[config.mk]
export PLATFORM = sky130hd
export DESIGN_NAME = irqc_top
export DESIGN_NICKNAME = d
export VERILOG_FILES = /design/src/rtl/irqc_pkg.sv /design/src/rtl/irqc_ctrl.sv /design/src/rtl/irqc_dpath.sv /design/src/rtl/irqc_top.sv
export SDC_FILE = /design/constraint.sdc
export NUM_CORES = 1
export LEC_CHECK = 0
export BUFFER_PORTS_ARGS = -buffer_cell sky130_fd_sc_hd__clkbuf_2
export CORE_MARGIN = 5
export CORE_UTILIZATION = 53
export DETAILED_ROUTE_END_ITERATION = 10
export PLACE_DENSITY = 0.8
export SYNTH_ARGS = -nofsm -noshare
export SYNTH_HDL_FRONTEND = slang
export SYNTH_SLANG_ARGS = --single-unit
export TNS_END_PERCENT = 5
[constraint.sdc]
create_clock -name clk -period 4.9 [get_ports clk]
set_input_delay 0.735 -clock clk [delete_from_list [all_inputs] [get_ports clk]]
set_output_delay 0.735 -clock clk [all_outputs]
set_load 0.01 [all_outputs]
[src/rtl/irqc_pkg.sv]
package irqc_pkg;
  localparam int ADDR_W = 3;
  localparam logic [ADDR_W-1:0] ADDR_COAL  = 3'd0;
  localparam logic [ADDR_W-1:0] ADDR_MASK  = 3'd1;
  localparam logic [ADDR_W-1:0] ADDR_CRED  = 3'd2;
  localparam logic [ADDR_W-1:0] ADDR_MOA   = 3'd3;
  localparam logic [ADDR_W-1:0] ADDR_TIMER = 3'd4;
  localparam logic [ADDR_W-1:0] ADDR_STAT  = 3'd5;

  localparam int UNMASK_BIT = 16;
  localparam int RELOAD_BIT = 17;

  typedef struct packed {
    logic fire;
    logic coalWr;
    logic credWr;
    logic timerReload;
  } strobes_t;
endpackage

[src/rtl/irqc_ctrl.sv]
module irqc_ctrl
  import irqc_pkg::*;
(
  input  logic              clk,
  input  logic              rstN,
  input  logic              evtStrobe,
  input  logic              regWrEn,
  input  logic [ADDR_W-1:0] regAddr,
  input  logic              wrBit0,
  input  logic              wrUnmask,
  input  logic              wrReload,
  input  logic              timerZero,
  input  logic              credToZero,
  output strobes_t          strobes,
  output logic              maskQ,
  output logic              moaQ,
  output logic              pendQ,
  output logic              irqSend
);
  logic wrMask, wrCred, wrMoa, wrCoal;
  logic fire;
  logic pendNext, maskNext, moaNext;

  assign wrMask = regWrEn && (regAddr == ADDR_MASK);
  assign wrCred = regWrEn && (regAddr == ADDR_CRED);
  assign wrMoa  = regWrEn && (regAddr == ADDR_MOA);
  assign wrCoal = regWrEn && (regAddr == ADDR_COAL);

  // vector open and something to send
  assign fire = !maskQ && timerZero && (pendQ || evtStrobe);

  always_comb begin
    strobes.fire        = fire;
    strobes.coalWr      = wrCoal;
    strobes.credWr      = wrCred;
    strobes.timerReload = wrCred && wrReload;
  end

  always_comb begin
    pendNext = pendQ;
    if (fire)           pendNext = 1'b0;
    else if (evtStrobe) pendNext = 1'b1;
    // credit count reaching zero discards the held event
    if (credToZero)     pendNext = 1'b0;
  end

  always_comb begin
    maskNext = maskQ;
    if (fire && moaQ)          maskNext = 1'b1;
    // software writes take precedence over auto-mask
    if (wrMask)                maskNext = wrBit0;
    if (wrCred && wrUnmask)    maskNext = 1'b0;
  end

  always_comb begin
    moaNext = moaQ;
    if (wrMoa) moaNext = wrBit0;
  end

  always_ff @(posedge clk) begin
    if (!rstN) begin
      maskQ   <= 1'b1;
      moaQ    <= 1'b0;
      pendQ   <= 1'b0;
      irqSend <= 1'b0;
    end else begin
      maskQ   <= maskNext;
      moaQ    <= moaNext;
      pendQ   <= pendNext;
      irqSend <= fire;
    end
  end
endmodule

[src/rtl/irqc_dpath.sv]
module irqc_dpath
  import irqc_pkg::*;
#(
  parameter int COAL_W = 6,
  parameter int CRED_W = 16,
  parameter int DATA_W = 32
) (
  input  logic              clk,
  input  logic              rstN,
  input  strobes_t          strobes,
  input  logic              tickUs,
  input  logic [ADDR_W-1:0] regAddr,
  input  logic [DATA_W-1:0] regWrData,
  input  logic              maskQ,
  input  logic              moaQ,
  input  logic              pendQ,
  output logic              timerZero,
  output logic              credToZero,
  output logic [COAL_W-1:0] coalQ,
  output logic [COAL_W-1:0] timerQ,
  output logic [CRED_W-1:0] credQ,
  output logic [DATA_W-1:0] regRdData
);
  localparam logic [COAL_W-1:0] COAL_MAX = {COAL_W{1'b1}};

  logic [COAL_W-1:0] coalWrVal;
  logic [COAL_W-1:0] timerNext;
  logic [CRED_W-1:0] credInc, credSub, credNext;

  // saturate out-of-range holdoff writes
  always_comb begin
    if (regWrData[DATA_W-1:COAL_W] != '0) coalWrVal = COAL_MAX;
    else                                  coalWrVal = regWrData[COAL_W-1:0];
  end

  assign timerZero = (timerQ == '0);

  always_comb begin
    timerNext = timerQ;
    if (strobes.fire || strobes.timerReload) timerNext = coalQ;
    else if (tickUs && !timerZero)           timerNext = timerQ - COAL_W'(1);
  end

  assign credInc    = {{(CRED_W-1){1'b0}}, strobes.fire};
  assign credSub    = strobes.credWr ? regWrData[CRED_W-1:0] : '0;
  assign credNext   = credQ + credInc - credSub;
  assign credToZero = (credQ != '0) && (credNext == '0);

  always_ff @(posedge clk) begin
    if (!rstN) begin
      coalQ  <= '0;
      timerQ <= '0;
      credQ  <= '0;
    end else begin
      if (strobes.coalWr) coalQ <= coalWrVal;
      timerQ <= timerNext;
      credQ  <= credNext;
    end
  end

  always_comb begin
    case (regAddr)
      ADDR_COAL:  regRdData = DATA_W'(coalQ);
      ADDR_MASK:  regRdData = DATA_W'(maskQ);
      ADDR_CRED:  regRdData = DATA_W'(credQ);
      ADDR_MOA:   regRdData = DATA_W'(moaQ);
      ADDR_TIMER: regRdData = DATA_W'(timerQ);
      ADDR_STAT:  regRdData = DATA_W'(pendQ);
      default:    regRdData = '0;
    endcase
  end
endmodule

[src/rtl/irqc_top.sv]
module irqc_top
  import irqc_pkg::*;
#(
  parameter int COAL_W = 6,
  parameter int CRED_W = 16,
  parameter int DATA_W = 32
) (
  input  logic              clk,
  input  logic              rstN,
  input  logic              evtStrobe,
  input  logic              tickUs,
  input  logic              regWrEn,
  input  logic [ADDR_W-1:0] regAddr,
  input  logic [DATA_W-1:0] regWrData,
  output logic [DATA_W-1:0] regRdData,
  output logic              irqSend
);
  strobes_t          strobes;
  logic              maskQ, moaQ, pendQ;
  logic              timerZero, credToZero;
  logic [COAL_W-1:0] coalQ, timerQ;
  logic [CRED_W-1:0] credQ;

  irqc_ctrl u_ctrl (
    .clk        (clk),
    .rstN       (rstN),
    .evtStrobe  (evtStrobe),
    .regWrEn    (regWrEn),
    .regAddr    (regAddr),
    .wrBit0     (regWrData[0]),
    .wrUnmask   (regWrData[UNMASK_BIT]),
    .wrReload   (regWrData[RELOAD_BIT]),
    .timerZero  (timerZero),
    .credToZero (credToZero),
    .strobes    (strobes),
    .maskQ      (maskQ),
    .moaQ       (moaQ),
    .pendQ      (pendQ),
    .irqSend    (irqSend)
  );

  irqc_dpath #(
    .COAL_W (COAL_W),
    .CRED_W (CRED_W),
    .DATA_W (DATA_W)
  ) u_dpath (
    .clk        (clk),
    .rstN       (rstN),
    .strobes    (strobes),
    .tickUs     (tickUs),
    .regAddr    (regAddr),
    .regWrData  (regWrData),
    .maskQ      (maskQ),
    .moaQ       (moaQ),
    .pendQ      (pendQ),
    .timerZero  (timerZero),
    .credToZero (credToZero),
    .coalQ      (coalQ),
    .timerQ     (timerQ),
    .credQ      (credQ),
    .regRdData  (regRdData)
  );
endmodule

==> results.py <==
metrics = {
    "drt": {
        "drt_wl_total_um": 7680,
        "wl_per_cell_um": 16.0,
        "ant_nets": 0,
        "drtIter0Drc": 154,
        "via_count": 2829,
        "drc": 0,
        "drtPass1Iterations": 5,
        "viasPerCell": 5.91,
    },
    "floorplan": {
        "num_rows": 27,
        "initial_core_util": 0.538,
        "pin_count": 73,
        "die_w_um": 84.3,
        "die-area_um2": 7110,
        "core_area_um2": 5440,
        "die_h_um": 84.3,
    },
    "timing": {
        "tns_ps": 0,
        "min_period_over_period": 0.820,
        "hold_viol_final": 0,
        "clock_skew_ps": 7.17,
        "tightestPinTransition_ps": 876,
        "fin_crit_ps": 4020,
        "slew_headroom": 0.416,
        "rsz0062_at_grt": "false",
        "finalSetupViolations": 0,
        "drv_slew": 0,
        "fmax_mhz": 249,
        "hold_ws_ps": 537,
        "fin_ws_ps": 884,
    },
    "clock_network": {
        "cts_setup_buffers": 0,
        "cts_tree": "built",
        "root_buffer": "clkbuf_8",
        "holdBufCountCts": 0,
        "postCtsResizedCells": 0,
        "cts-htree-levels": 2,
        "cts_buffers": 5,
        "clock-sinks": 32,
        "clk_path_buf_depth": 2,
        "clk_pin_slew_ps": 70,
        "clk_latency_ps": 280,
    },
    "finish": {
        "area.sequential_um2": 641,
        "final_nets": 479,
        "multi_input_area_um2": 2100,
        "drive_above_1_share": 0.206,
        "layout.cells.non_filler": 479,
        "diodes": 0,
        "final_common_cell": "clkbuf_2",
        "final_cell_mix": "clkbuf_2 (56), nand2_1 (33), ha_1 (32), dfxtp_1 (32), nor2_1 (25)",
        "area_delta_synth_final_pct": 11.4,
        "nFillCells": 485,
    },
    "hold_path": {
        "hold_class": "register to register",
    },
    "yosys": {
        "synth_flop_cell": "dfxtp_1",
        "synth_top_area_frac": 0.219,
        "synth_seq_cells": 32,
        "yosysSeqAreaShare": 0.219,
        "yosys.area.top_type": "dfxtp_1",
        "synth_edf_count": 0,
        "async_flop_share": 0,
        "synth_warnings": 0,
        "ys_top_cells_by_area": "dfxtp_1 (22%), ha_1 (14%), and2_1 (5.1%)",
        "synth.distinct_cells": 62,
        "postSynthAreaPerCell_um2": 8.20,
        "synthCells": 357,
        "syn_area_um2": 2930,
    },
    "worst_setup_path": {
        "slowest_delay_ps": 460,
        "critical_path_class": "input port to register",
        "cp-end-kind": "register",
        "cp_slowest_cell": "ha_1",
        "startpoint_type": "input port",
        "worstPathMaxFanout": 15,
        "crit_chain": "clkbuf_2, nor3b_1, and2_1, buf_4, nand2_1, ha_1, ha_1, a21oi_2, nand2_1, a211o_1, a2111oi_0, o2111ai_1, nor4_2, nor3_1",
        "arrival_ps": 4170,
        "crit_required_ps": 5050,
    },
    "placement": {
        "io_buffers": 56,
        "gp_congestion": 1.00,
        "dp.cells": 471,
        "dp_slack_ps": 636,
        "post-dp-hpwl_um": 6180,
    },
    "grt": {
        "grt_pass1_vias": 2628,
        "grt_start_max_net_pins": 33,
        "antenna_found_initial": 0,
        "grt_use_total": 0.206,
        "grt_overflow": 0,
        "grt_pass1_wl_um": 12200,
    },
    "run_status": {
        "status": "completed",
    },
    "pwr": {
        "ir_drop_mv": 0.277,
        "p_total_mw": 2.21,
        "power.leakage_nw": 1.55,
        "powerDensity_nw_per_um2": 677,
    },
    "run": {
        "maxCapViolations": 0,
    },
}
state kept, by name, summed over array words and instances (netlist names):
name	flops
u_dpath.credQ	16
u_dpath.coalQ	6
u_dpath.timerQ	6
u_ctrl.irqSend	1
u_ctrl.maskQ	1
u_ctrl.moaQ	1
u_ctrl.pendQ	1
kinds of logic after synthesis:
| family | count (synthesis) | share of synthesized area |
|---|---|---|
| flops | 32 | 0.219 |
| other cells | 1 | 0.00128 |
| compound gates | 83 | 0.221 |
| simple gates | 141 | 0.258 |
| mux | 8 | 0.0274 |
| fa+ha+maj | 33 | 0.144 |
| xor+xnor | 15 | 0.0449 |
| buf+inv | 44 | 0.0842 |
critical path: cells and delay by family:
kind            cells  cell delay (ps)
simple gates        6              990
compound gates      4             1210
fa+ha+maj           2              730
buf+inv             2              490
through the flow:
| stage | util | cell area (um2) |
|---|---|---|
| after floorplan | - | 2980 |
| after global placement | 0.583 | 3170 |
| after detailed placement | 0.583 | 3170 |
| after CTS | 0.599 | 3260 |
| after global routing | 0.599 | 3260 |
| final | 0.599 | 3260 |
worst paths after layout:
check,start,to,slack [ps],cells after the start
hold / removal,u_dpath.coalQ[5]$_SDFFE_PN0P_,u_dpath.timerQ[5]$_SDFFE_PN0P_,540,1
setup / recovery,regAddr[1],u_ctrl.pendQ$_SDFFE_PP0P_,880,14
hold reg to reg,u_dpath.coalQ[5]$_SDFFE_PN0P_,u_dpath.timerQ[5]$_SDFFE_PN0P_,540,1
setup reg to reg,u_dpath.timerQ[0]$_SDFFE_PN0P_,u_ctrl.pendQ$_SDFFE_PP0P_,1570,13
where the power goes:
part | internal, mW | switching, mW | total [mW]
clock | 0.114 | 0.0917 | 0.206
sequential | 0.342 | 0.0752 | 0.417
combinational | 0.683 | 0.901 | 1.58
total | 1.14 | 1.07 | 2.21
synth_stat cells, types with 2 or more instances:
master / instances
a31oi_1: 5
xnor2_1: 8
o31ai_1: 4
xor2_1: 7
and3_1: 4
and3_2: 3
o2111ai_1: 3
and2_1: 24
o211ai_1: 3
buf_6: 2
mux2i_1: 8
buf_4: 17
a21oi_1: 21
or4_1: 3
a311o_1: 2
nor3_1: 9
o21ai_0: 7
o21a_1: 2
a211o_1: 2
nor2_1: 25
a21o_1: 5
o211a_1: 7
nand4_1: 2
nor2b_1: 4
o221a_2: 6
inv_1: 13
nor3b_1: 4
nand3_1: 7
ha_1: 32
clkbuf_1: 10
nand2_1: 33
nor4_1: 12
dfxtp_1: 32
a211oi_1: 2
and4_1: 2
layout make-up:
class / count / area share
multi-input cells: 296 / 0.643
flip-flops and latches: 32 / 0.196
repair buffers: 58 / 0.0906
clock buffers: 8 / 0.0276
well taps: 72 / 0.0276
inverters: 13 / 0.0150
routing by layer:
layer | wire [um] | up-vias | share of wire | global-route usage
li1 | - | 1378 | - | -
met1 | 3400 | 1303 | 0.44 | 0.264
met2 | 3520 | 134 | 0.46 | 0.341
met3 | 608 | 14 | 0.079 | 0.0383
met4 | 152 | 0 | 0.020 | 0.0789
met5 | 0 | - | 0 | 0
(Power assumes the default switching activity.)
